[config.mk]
export PLATFORM = sky130hd
export DESIGN_NAME = pwm_cycle_ctrl
export DESIGN_NICKNAME = d
export VERILOG_FILES = /design/src/rtl/pwm_cycle_ctrl.sv
export SDC_FILE = /design/constraint.sdc
export NUM_CORES = 1
export LEC_CHECK = 0
export ABC_AREA = 1
export ABC_CLOCK_PERIOD_IN_PS = 2850
export BUFFER_PORTS_ARGS = -buffer_cell sky130_fd_sc_hd__clkbuf_2
export CAP_MARGIN = 20
export CORE_AREA = 3 3 185 115
export CTS_CLUSTER_SIZE = 8
export DETAILED_ROUTE_END_ITERATION = 8
export DIE_AREA = 0 0 188 118
export SYNTH_ARGS = -nofsm -noshare
export SYNTH_HDL_FRONTEND = slang
export SYNTH_SLANG_ARGS = --single-unit
export TNS_END_PERCENT = 30
[constraint.sdc]
create_clock -name clk -period 2.85 [get_ports clk]
set_input_delay 0.4275 -clock clk [delete_from_list [all_inputs] [get_ports clk]]
set_output_delay 0.4275 -clock clk [all_outputs]
set_load 0.01 [all_outputs]
[src/rtl/pwm_cycle_ctrl.sv]
module pwm_cycle_ctrl #(
  parameter int CW = 12,
  parameter int DW = 10,
  parameter int SW = 6
) (
  input  logic          clk,
  input  logic          rst_n,
  input  logic          en,
  input  logic [CW-1:0] period_cfg,
  input  logic [CW-1:0] blank_cfg,
  input  logic [CW-1:0] maxon_cfg,
  input  logic [CW-1:0] vsec_cfg,
  input  logic [SW-1:0] slope_cfg,
  input  logic [DW-1:0] isense,
  input  logic [DW-1:0] ctrl_level,
  input  logic          ilim_trip,
  output logic          gate_o,
  output logic          ilim_hit_o
);
  localparam int RW = CW + SW;
  localparam logic [CW-1:0] MINPER = CW'(2);

  logic [CW-1:0] cnt, per_q, blank_q, lim_q;
  logic [SW-1:0] slope_q;
  logic [RW-1:0] ramp;
  logic          run, gate, hit;

  wire [CW-1:0] per_eff   = (period_cfg < MINPER) ? MINPER : period_cfg;
  wire [CW-1:0] lim_new   = (maxon_cfg < vsec_cfg) ? maxon_cfg : vsec_cfg;
  wire          cyc_end   = !run || (cnt == per_q - CW'(1));
  wire          armed     = gate && (cnt >= blank_q);
  wire [RW:0]   sense_sum = (RW+1)'(isense) + (RW+1)'(ramp);
  wire          pwm_trip  = armed && (sense_sum >= (RW+1)'(ctrl_level));
  wire          lim_trip  = armed && ilim_trip;
  wire          at_cap    = (cnt + CW'(1)) >= lim_q;

  assign gate_o     = gate;
  assign ilim_hit_o = hit;

  always_ff @(posedge clk or negedge rst_n) begin
    if (!rst_n) begin
      cnt <= '0; per_q <= MINPER; blank_q <= '0; lim_q <= '0;
      slope_q <= '0; ramp <= '0; run <= 1'b0; gate <= 1'b0; hit <= 1'b0;
    end else if (!en) begin
      cnt <= '0; ramp <= '0; run <= 1'b0; gate <= 1'b0; hit <= 1'b0;
    end else begin
      hit <= lim_trip && !cyc_end;
      if (cyc_end) begin
        cnt     <= '0;
        run     <= 1'b1;
        per_q   <= per_eff;
        blank_q <= blank_cfg;
        lim_q   <= lim_new;
        slope_q <= slope_cfg;
        ramp    <= '0;
        gate    <= (lim_new != '0);
      end else begin
        cnt  <= cnt + CW'(1);
        ramp <= ramp + RW'(slope_q);
        gate <= gate && !at_cap && !pwm_trip && !lim_trip;
      end
    end
  end

  AST_OFF_WHEN_DISABLED: assert property (@(posedge clk) disable iff (!rst_n)
    !en |=> !gate_o);
  AST_COUNT_IN_PERIOD: assert property (@(posedge clk) disable iff (!rst_n)
    run |-> cnt < per_q);
  AST_CAP_ENDS_PULSE: assert property (@(posedge clk) disable iff (!rst_n)
    (gate && !cyc_end && at_cap) |=> !gate_o);
  AST_BLANK_HOLDS: assert property (@(posedge clk) disable iff (!rst_n)
    (en && gate && !cyc_end && cnt < blank_q && !at_cap) |=> (!en || gate_o));
  AST_HIT_ON_FALL: assert property (@(posedge clk) disable iff (!rst_n)
    ilim_hit_o |-> (!gate_o && $past(gate_o)));
  AST_HIT_SINGLE: assert property (@(posedge clk) disable iff (!rst_n)
    ilim_hit_o |=> !ilim_hit_o);
endmodule

# Yosys cells after proc, flatten, opt, wreduce, memory -nomap -nowiden
# Cells that the tools add are included.
[op_classes]
reduce_logical = 15
addsub = 4
n_mux = 11
n_eq_ne = 2
n_lt_le_gt_ge = 5
[op_table]
columns = ["op", "count"]
rows = [
  ["$mux 12", 4],
  ["$mux 18", 2],
  ["$ge 12x12->1", 2],
  ["$add 10x18->19", 1],
  ["$ge 19x10->1", 1],
  ["$add 18x6->18", 1],
  ["$add 12x1->12 const B", 1],
  ["$eq 12x12->1", 1],
  ["$lt 12x12->1", 1],
  ["$lt 12x2->1 const B", 1],
  ["$reduce_bool 12->1", 1],
  ["$sub 12x1->12 const B", 1],
  ["$logic_and 1x1->1", 7],
  ["$logic_not 1->1", 5],
  ["$mux 1", 5],
  ["$ne 2x1->1 const B", 1],
  ["$reduce_and 2->1", 1],
  ["$logic_or 1x1->1", 1],
]
[totals]
register_bits = 75
word_cells = 46

# Depth between registers and ports, before layout
# Gate-level depths: netlist of the first run.
[logic_depth]
word_depth = 8
depth_mapped = 23
mapped_depth_nobuf = 23

# Least setup slack after synthesis of the first run
# Ideal clock, no wire load.
[synth_path]
path_type = "in2reg"
start = "input isense[0]"
end = "register gate, in the netlist gate_o"
stages = 23
arrival_ns = 2.522
setup_slack_ns = 0.263
cell_sequence = "ha_1 > inv_1 > fa_1 > inv_1 > nand2_1 > nand3_1 > nand2_1 > nand2_1 > xor2_1 > ha_1 > nand2_1 > inv_1 > nand4_1 > nand2_1 > nor2_1 > nand2_1 > nand2_1 > nand2_1 > nor2_1 > nand2_1 > o21bai_1 > nand2_1 > nand2_1"
[synth_between]
elab_chain_cells = 8
[synth_lines]
columns = ["element", "line_no", "rtl"]
rows = [
  ["from (decl)", "14", "input logic [DW-1:0] isense,"],
  ["$add 10x18->19", "32", "wire [RW:0] sense_sum = (RW+1)'(isense) + (RW+1)'(ramp);"],
  ["$ge 19x10->1", "33", "wire pwm_trip = armed && (sense_sum >= (RW+1)'(ctrl_level));"],
  ["$logic_and 1x1->1", "33", ""],
  ["$logic_not 1->1", "60", "gate <= gate && !at_cap && !pwm_trip && !lim_trip;"],
  ["$logic_and 1x1->1 (2 in a row)", "60", ""],
  ["$mux 1", "48", "if (cyc_end) begin"],
  ["$mux 1", "44", "end else if (!en) begin"],
  ["to (signal assigned)", "56", "gate <= (lim_new != '0);"],
  ["to (signal assigned)", "60", ""],
  ["to (decl)", "26", "logic run, gate, hit;"],
]
# Every way passes these cells.
# A chain may end at the register's enable or synchronous reset.

# Worst setup path after layout of the first run
[layout_path]
start = "register ramp[0]"
end = "register gate, in the netlist gate_o"
[layout_between]
elab_chain_cells = 8
[layout_lines]
columns = ["element", "line_no", "rtl"]
rows = [
  ["from (decl)", "25", "logic [RW-1:0] ramp;"],
  ["from (signal assigned)", "59", "ramp <= ramp + RW'(slope_q);"],
  ["$add 10x18->19", "32", ""],
  ["$ge 19x10->1", "33", ""],
  ["$logic_and 1x1->1", "33", ""],
  ["$logic_not 1->1", "60", ""],
  ["$logic_and 1x1->1 (2 in a row)", "60", ""],
  ["$mux 1", "48", ""],
  ["$mux 1", "44", ""],
]
# Every way passes these cells.

==> metrics.md, run 1 <==
| Metric | Value |
|---|---|
| Outcome | `finished, final reports clean` |
| Hold Path Sink | `run` |
| Crit path DAT | `3050 ps` |
| H-tree depth | `3` |
| Num CTS Buffers | `9` |
| Static Leak | `3.95 nW` |
| Combinational power share | `24.9%` |
| Slew HR | `69.9%` |
| Gate Count Post-Synth | `840` |
| Num rows | `40` |
| Core area | `19800 µm²` |
| VDD IR max | `0.264 mV` |
| Worst hold slack | `283 ps` |
| Worst-path clk slew | `60 ps` |
| Accumulated negative setup slack | `0 ps` |
| WS Path Type | `flip-flop to flip-flop` |
| Min cycle time layout | `2780 ps` |
| # IOs | `80` |
| RSZ-0062 raised after global routing | `yes` |
| Placed inst area | `slightly below 7000 µm²` |
| Worst-case reg-to-reg path depth | `20` |
| # DRC | `0` |
| DRT Pass-1 Iters | `5` |
| CTS tree | `yes` |
| Largest net degree at the start of global routing | `76` |
| #FFs+latches synth | `75` |
| Core Util, Final | `36.6%` |
| Fin. Hold Viols | `0` |
| Met3 routed WL | `739 µm` |
| Grt total ovfl | `0` |
| Routability Congestion | `0.839` |
| Most common cell after layout, fill and taps aside | `nand2_1` |
| Die width | `between 150 and 200 µm` |
| Worst r2r src | `ramp[0]` |
| Post-Syn Nets | `about 1000` |
| Worst skew pair latency | `340 ps` |
| Max Clock Freq | `360 MHz` |
| Syn. warnings | `0` |
| Synth Cell Area | `5870 µm²` |
| Root buffer cell | `clkbuf_16` |
| Post-synthesis sequential area ratio | `32.0%` |
| Register share of total power | `37.8%` |
| Clk_skew | `6.62 ps` |
| Routed WL | `~15 mm` |
| CP Capture Type | `flip-flop` |
| Ant diodes | `0` |
| Pwr/cell area | `448 nW/µm²` |
| Clock network power share | `37.3%` |
| Largest driver fanout on the critical path | `2` |
| Initial antenna violation count | `0` |
| Count of distinct cell types in the synthesized netlist | `38` |
| Placed wire-length estimate | `roughly 12 mm` |
| Via count | `between 5000 and 6000` |
| WL/cell | `around 12 µm` |
| Hold Path Depth | `1` |
| Detail Route Antenna Nets | `0` |
| Most frequent cells in the layout | `253 x nand2_1, 130 x inv_1, 78 x nor2_1, 78 x clkbuf_2, 73 x dfrtp_1` |
| Via density | `4.42` |
| IO buf count | `79` |
| Net Sw Frac | `roughly 31%` |
| Layout Nets | `1096` |
| Fillers | `2099` |
| Vias in the first global route | `5093` |
| Clk sink count | `75` |
| Met2 wire length | `5.25 mm` |
| Worst endpoint required time | `between 3000 and 4000 ps` |
| Synth-to-layout area growth | `23.2%` |
| Fin. max-slew vios | `0` |
| Layout cell share with drive strength beyond 1 | `16.8%` |
| Worst Tran Pin Value | `448 ps` |
| Starting Density | `about 30%` |
| Top layer in use | `met4` |
| Final period utilization | `just under 100%` |
| Int Power | `2.25 mW` |
| R2r setup slk | `~70 ps` |
| Hold path start | `en` |
| Total Routing Usage GR | `14.0%` |
| Die H | `118 µm` |
| Placed cell count | `1208` |
| Syn avg cell area | `6.99 µm²` |
| R2R Path End | `gate_o` |
| Global-route wire length before repair | `between 20 and 30 mm` |
| CP startpoint kind | `flip-flop` |
| Final Cell Area | `7230 µm²` |
| Final setup viols | `0` |
| HP Class | `input pin to flip-flop` |
| Clock Path Buffers | `2` |
| M1 WL | `9.18 mm` |
| Initial DRC Count | `around 290` |
| Non-Filler Instances | `1231` |
| MaxCap Viol Count | `0` |
| Sw Pwr | `0.988 mW` |
| Die footprint | `22200 µm²` |
## critical path, stage by stage (launching register included)
cell and delay [ps]:
dfrtp_1 380, ha_2 200, inv_2 40, fa_2 370, buf_4 140, buf_4 120
xnor2_1 170, ha_1 270, a21oi_1 150, o21ai_0 130, nand2_1 80, nand2_1 50
nand2_1 50, nand2_1 50, nand2_1 60, nand2_1 60, nor2_2 110, nand2_1 60
o21bai_1 120, nand2_1 60, nand2_1 50
## routing by layer
metal  global-route usage, %  vias to the layer above
met5                       0                        -
met4                    2.30                        0
met2                    17.2                      120
met1                    24.0                     2420
li1                        -                     2890
met3                    3.07                       12
## synthesized netlist by cell type
| cell | count | share of area, % |
|---|---|---|
| a211oi_1 | 2 | 0.26 |
| a21o_1 | 3 | 0.38 |
| a21oi_1 | 29 | 2.5 |
| a21oi_4 | 1 | 0.28 |
| a31oi_1 | 3 | 0.32 |
| and3_1 | 1 | 0.11 |
| buf_2 | 8 | 0.68 |
| buf_6 | 2 | 0.38 |
| clkbuf_1 | 2 | 0.13 |
| clkbuf_2 | 1 | 0.085 |
| clkinv_1 | 1 | 0.064 |
| dfrtp_1 | 74 | 32 |
| dfstp_2 | 1 | 0.45 |
| fa_1 | 2 | 0.68 |
| ha_1 | 63 | 13 |
| inv_1 | 133 | 8.5 |
| inv_2 | 2 | 0.13 |
| inv_4 | 1 | 0.11 |
| nand2_1 | 255 | 16 |
| nand2_2 | 2 | 0.21 |
| nand2_4 | 1 | 0.19 |
| nand3_1 | 47 | 4.0 |
| nand3_2 | 2 | 0.34 |
| nand3b_1 | 9 | 1.2 |
| nand4_1 | 13 | 1.4 |
| nor2_1 | 82 | 5.2 |
| nor2_2 | 2 | 0.21 |
| nor2_4 | 2 | 0.38 |
| nor3_1 | 9 | 0.77 |
| nor3b_1 | 1 | 0.13 |
| nor4_1 | 3 | 0.32 |
| o21a_1 | 1 | 0.13 |
| o21ai_0 | 48 | 4.1 |
| o21ai_1 | 2 | 0.17 |
| o21bai_1 | 2 | 0.26 |
| xnor2_1 | 6 | 0.90 |
| xnor3_1 | 1 | 0.38 |
| xor2_1 | 23 | 3.4 |
## worst max-delay path by stage
stage,start,endpoint,slack (ps),depth (start not counted)
2_1_floorplan,isense[0],gate_o,260,23
3_3_place_gp,isense[0],gate_o,-30,22
3_5_place_dp,isense[0],gate_o,-90,24
4_1_cts,ramp[0],gate_o,40,23
5_1_grt,ramp[0],gate_o,-160,23
6_report,ramp[0],gate_o,70,20
## through the flow
| step | power, mW | setup slack (ps) |
|---|---|---|
| after detailed placement | 2.02 | -86.1 |
| final | 3.24 | 69.8 |
| after global routing | 3.46 | -160 |
| after CTS | 3.25 | 38.4 |
| after floorplan | 1.74 | 263 |
| after global placement | 2.00 | -31.8 |
## power by group through the flow
stage / sequential [mW] / combinational [mW] / clock [mW]
after floorplan: 1.22 / 0.520 / 0
after global placement: 1.24 / 0.766 / 0
after detailed placement: 1.24 / 0.781 / 0
after CTS: 1.22 / 0.785 / 1.24
after global routing: 1.23 / 0.942 / 1.28
final: 1.22 / 0.805 / 1.21
## cell type report
type                            count  area, µm²  share of cell area, %
Sequential cell                    75       1880                   26.0
Clock buffer                       13        270                   3.74
Tap cell                          273        342                   4.72
Inverter                          137        517                   7.15
Multi-Input combinational cell    615       3470                   48.0
Timing Repair Buffer              115        703                   9.72
Clock inverter                      3       46.3                  0.640
## what timing repair did
item / CTS / global route
pin swaps: 0 / 11
resized for setup: 1 / 18
hold buffers: 0 / 1
hold endpoints to repair: 0 / 16
endpoints found under the setup margin: 1 / 1
setup buffers: 0 / 5
## sequential cells by signal (all words and copies together), names as in the netlist
| signal | cells |
|---|---|
| blank_q | 12 |
| ramp | 18 |
| run | 1 |
| gate_o | 1 |
| ilim_hit_o | 1 |
| per_q | 12 |
| lim_q | 12 |
| slope_q | 6 |
| cnt | 12 |
## logic make-up after synthesis
family | Yosys count | share of synthesized area [%]
DFF | 75 | 32.0
xor gates and xnor gates | 30 | 4.71
AOI/OAI and AO/OA | 91 | 8.35
and+or+nand+nor | 429 | 30.8
buffers and inverters | 150 | 10.1
adders and majority gates | 65 | 14.1
No activity file was read; power rests on OpenSTA's default activity.
==> run 2: changes to the inputs <==
- CELL_PAD_IN_SITES_DETAIL_PLACEMENT: not set -> 1
- CELL_PAD_IN_SITES_GLOBAL_PLACEMENT: not set -> 1
- PLACE_DENSITY_LB_ADDON: not set -> 0.1
==> run 2 against run 1 <==
Against the previous run:
- clock skew increased by 8.0 ps
- combinational power increased by 7.0%
- register-to-register slack improved by 70 ps
- core utilization increased by 1.1 points
- sequential power about the same
- first-iteration DRC count decreased by 32%
- critical path type unchanged
==> metrics.md, run 2 (synthesized netlist as in run 1, its figures left out) <==
| Metric | Value |
|---|---|
| Outcome | `finished, final reports clean` |
| Detail Route Antenna Nets | `0 (unchanged)` |
| Most common cell after layout, fill and taps aside | `nand2_1` |
| WL/cell | `14.2 µm (+15%)` |
| Global-route wire length before repair | `28.7 mm (+12%)` |
| Crit path DAT | `2990 ps (-60 ps)` |
| Vias in the first global route | `5436 (+6.7%)` |
| Max Clock Freq | `369 MHz (+2.7%)` |
| Min cycle time layout | `2710 ps (-73.7 ps)` |
| WS Path Type | `flip-flop to flip-flop` |
| CP Capture Type | `flip-flop` |
| CP startpoint kind | `flip-flop` |
| Final period utilization | `95.0% (-2.6 points)` |
| Via count | `5480 (+0.70%)` |
| Num CTS Buffers | `9 (unchanged)` |
| Num rows | `40 (unchanged)` |
| Pwr/cell area | `459 nW/µm² (+2.5%)` |
| H-tree depth | `3 (unchanged)` |
| Final setup viols | `0 (unchanged)` |
| Worst Tran Pin Value | `715 ps (+267 ps)` |
| Max FFs per register | `18 (unchanged)` |
| Via density | `4.40 (-0.43%)` |
| Crit-path slowest cell | `fa_2` |
| MaxCap Viol Count | `0 (unchanged)` |
| Slew HR | `51.9% (-18 points)` |
| Clock Path Buffers | `2 (unchanged)` |
| Most frequent cells in the layout | `249 x nand2_1, 129 x inv_1, 78 x clkbuf_2` |
| Ant diodes | `0 (unchanged)` |
| Core area | `19800 µm² (unchanged)` |
| CP cell instances | `ha_2 -> inv_2 -> fa_2 -> inv_2 -> nand2_2 -> nand3_2 -> buf_4 -> xor2_1 -> ha_1 -> a21o_1 -> nor2_1 -> nand2_1 -> nand2_1 -> nand2_1 -> nand2_1 -> nand2_1 -> nor2_1 -> nand2_1 -> o21bai_1 -> nand2_1 -> nand2_1` |
| # IOs | `80 (unchanged)` |
| Placed wire-length estimate | `14.5 mm (+17%)` |
| Most flop-heavy register | `ramp` |
| Routed WL | `17.7 mm (+16%)` |
| IO buf count | `79 (unchanged)` |
| Layout Nets | `1110 (+1.3%)` |
| Root buffer cell | `clkbuf_16` |
| Non-Filler Instances | `1245 (+1.1%)` |
| Crit path buf inv count | `3 (unchanged)` |
| Initial antenna violation count | `0 (unchanged)` |
| VDD IR max | `0.295 mV (+12%)` |
| Die width | `188 µm (unchanged)` |
| Clk_skew | `14.6 ps (+7.98 ps)` |
| Static Leak | `4.03 nW (+2.0%)` |
| Crit-path leading delay family | `adder cells` |
| Fin. max-slew vios | `0 (unchanged)` |
| Die footprint | `22200 µm² (unchanged)` |
| Die H | `118 µm (unchanged)` |
| Hold_buf cts | `0 (unchanged)` |
| CTS tree | `yes` |
| Initial DRC Count | `199 (-32%)` |
| Routability Congestion | `0.827 (-1.5%)` |
| DRT Pass-1 Iters | `4 (-1)` |
| Largest driver fanout on the critical path | `2 (unchanged)` |
| Worst endpoint required time | `3130 ps (about the same)` |
| Worst-path clk slew | `60 ps (about the same)` |
| Placed cell count | `1221 (+1.1%)` |
| Worst skew pair latency | `340 ps (about the same)` |
| Starting Density | `29.7% (unchanged)` |
| RSZ-0062 raised after global routing | `yes` |
| CP max stage delay | `380 ps (about the same)` |
| HP Class | `input pin to asynchronous set/reset pin` |
| # DRC | `0 (unchanged)` |
| Largest net degree at the start of global routing | `51 (-33%)` |
| Grt total ovfl | `0 (unchanged)` |
| Clk sink count | `75 (unchanged)` |
| Fin. Hold Viols | `0 (unchanged)` |
| Cell mode on critical path | `nand2_1` |
| Synth-to-layout area growth | `27.0%` |
| Total Routing Usage GR | `16.2% (+2.1 points)` |
| Core Util, Final | `37.7% (+1.1 points)` |
| Layout cell share with drive strength beyond 1 | `20.2% (+3.4 points)` |
## run 2: changes by cell type in the layout (fill, tap and decap cells not counted), sizes merged
| cell | change |
|---|---|
| buf | +15 |
| clkinv | +2 |
| dlygate4sd3 | -1 |
| bufinv | +2 |
| clkbuf | -4 |
## run 2: layout make-up
| type | count | area, µm² |
|---|---|---|
| clock inverters | 7 | 116 |
| well taps | 273 | 342 |
| multi-input cells | 615 | 3580 |
| clock buffers | 9 | 225 |
| flip-flops and latches | 75 | 1880 |
| inverters | 137 | 517 |
| repair buffers | 129 | 798 |
| fillers | 2515 | 12300 |
## run 2: worst paths after layout
| check | startpoint | to | slack [ps] | cells past startpoint |
|---|---|---|---|---|
| setup / recovery | ramp[0] | gate_o | 140 | 21 |
| hold / removal | rst_n | blank_q[11] | 120 | 1 |
| setup reg to reg | ramp[0] | gate_o | 140 | 21 |
| hold reg to reg | lim_q[6] | lim_q[6] | 480 | 2 |
| max in group asynchronous | rst_n | per_q[1] | 2000 | 2 |
| min in group clk | slope_cfg[2] | slope_q[2] | 280 | 3 |
## run 2: power breakdown
group,switching [mW],internal [mW]
Clock,0.482,0.854
Sequential,0.0628,1.16
Combinational,0.500,0.361
## run 2: metrics by stage
stage	setup WS [ps]	setup TNS, ps	cell area, µm²	power (mW)	hold WS, ps
CTS	34.5	0	7220	3.43	155
global placement	-83.8	-83.8	6880	2.06	468
floorplan	263	0	5870	1.74	132
finish	143	0	7460	3.42	124
global route	-122	-122	7460	3.66	189
detailed placement	-148	-148	6880	2.06	474
## run 2: what timing repair did
| item | 4_1_cts | 5_1_grt |
|---|---|---|
| pin swaps | 0 | 15 |
| buffers inserted | 0 | 8 |
| resized for setup | 1 | 39 |
| setup endpoints to repair | 1 | 1 |
## run 2: metal layers
metal / routed length [µm] / up-vias / global-route usage [%]
met5: 0 / - / 0
met1: 11000 / 2479 / 28.3
li1: - / 2915 / -
met4: 63 / 0 / 2.44
met3: 569 / 8 / 3.27
met2: 6050 / 78 / 19.3
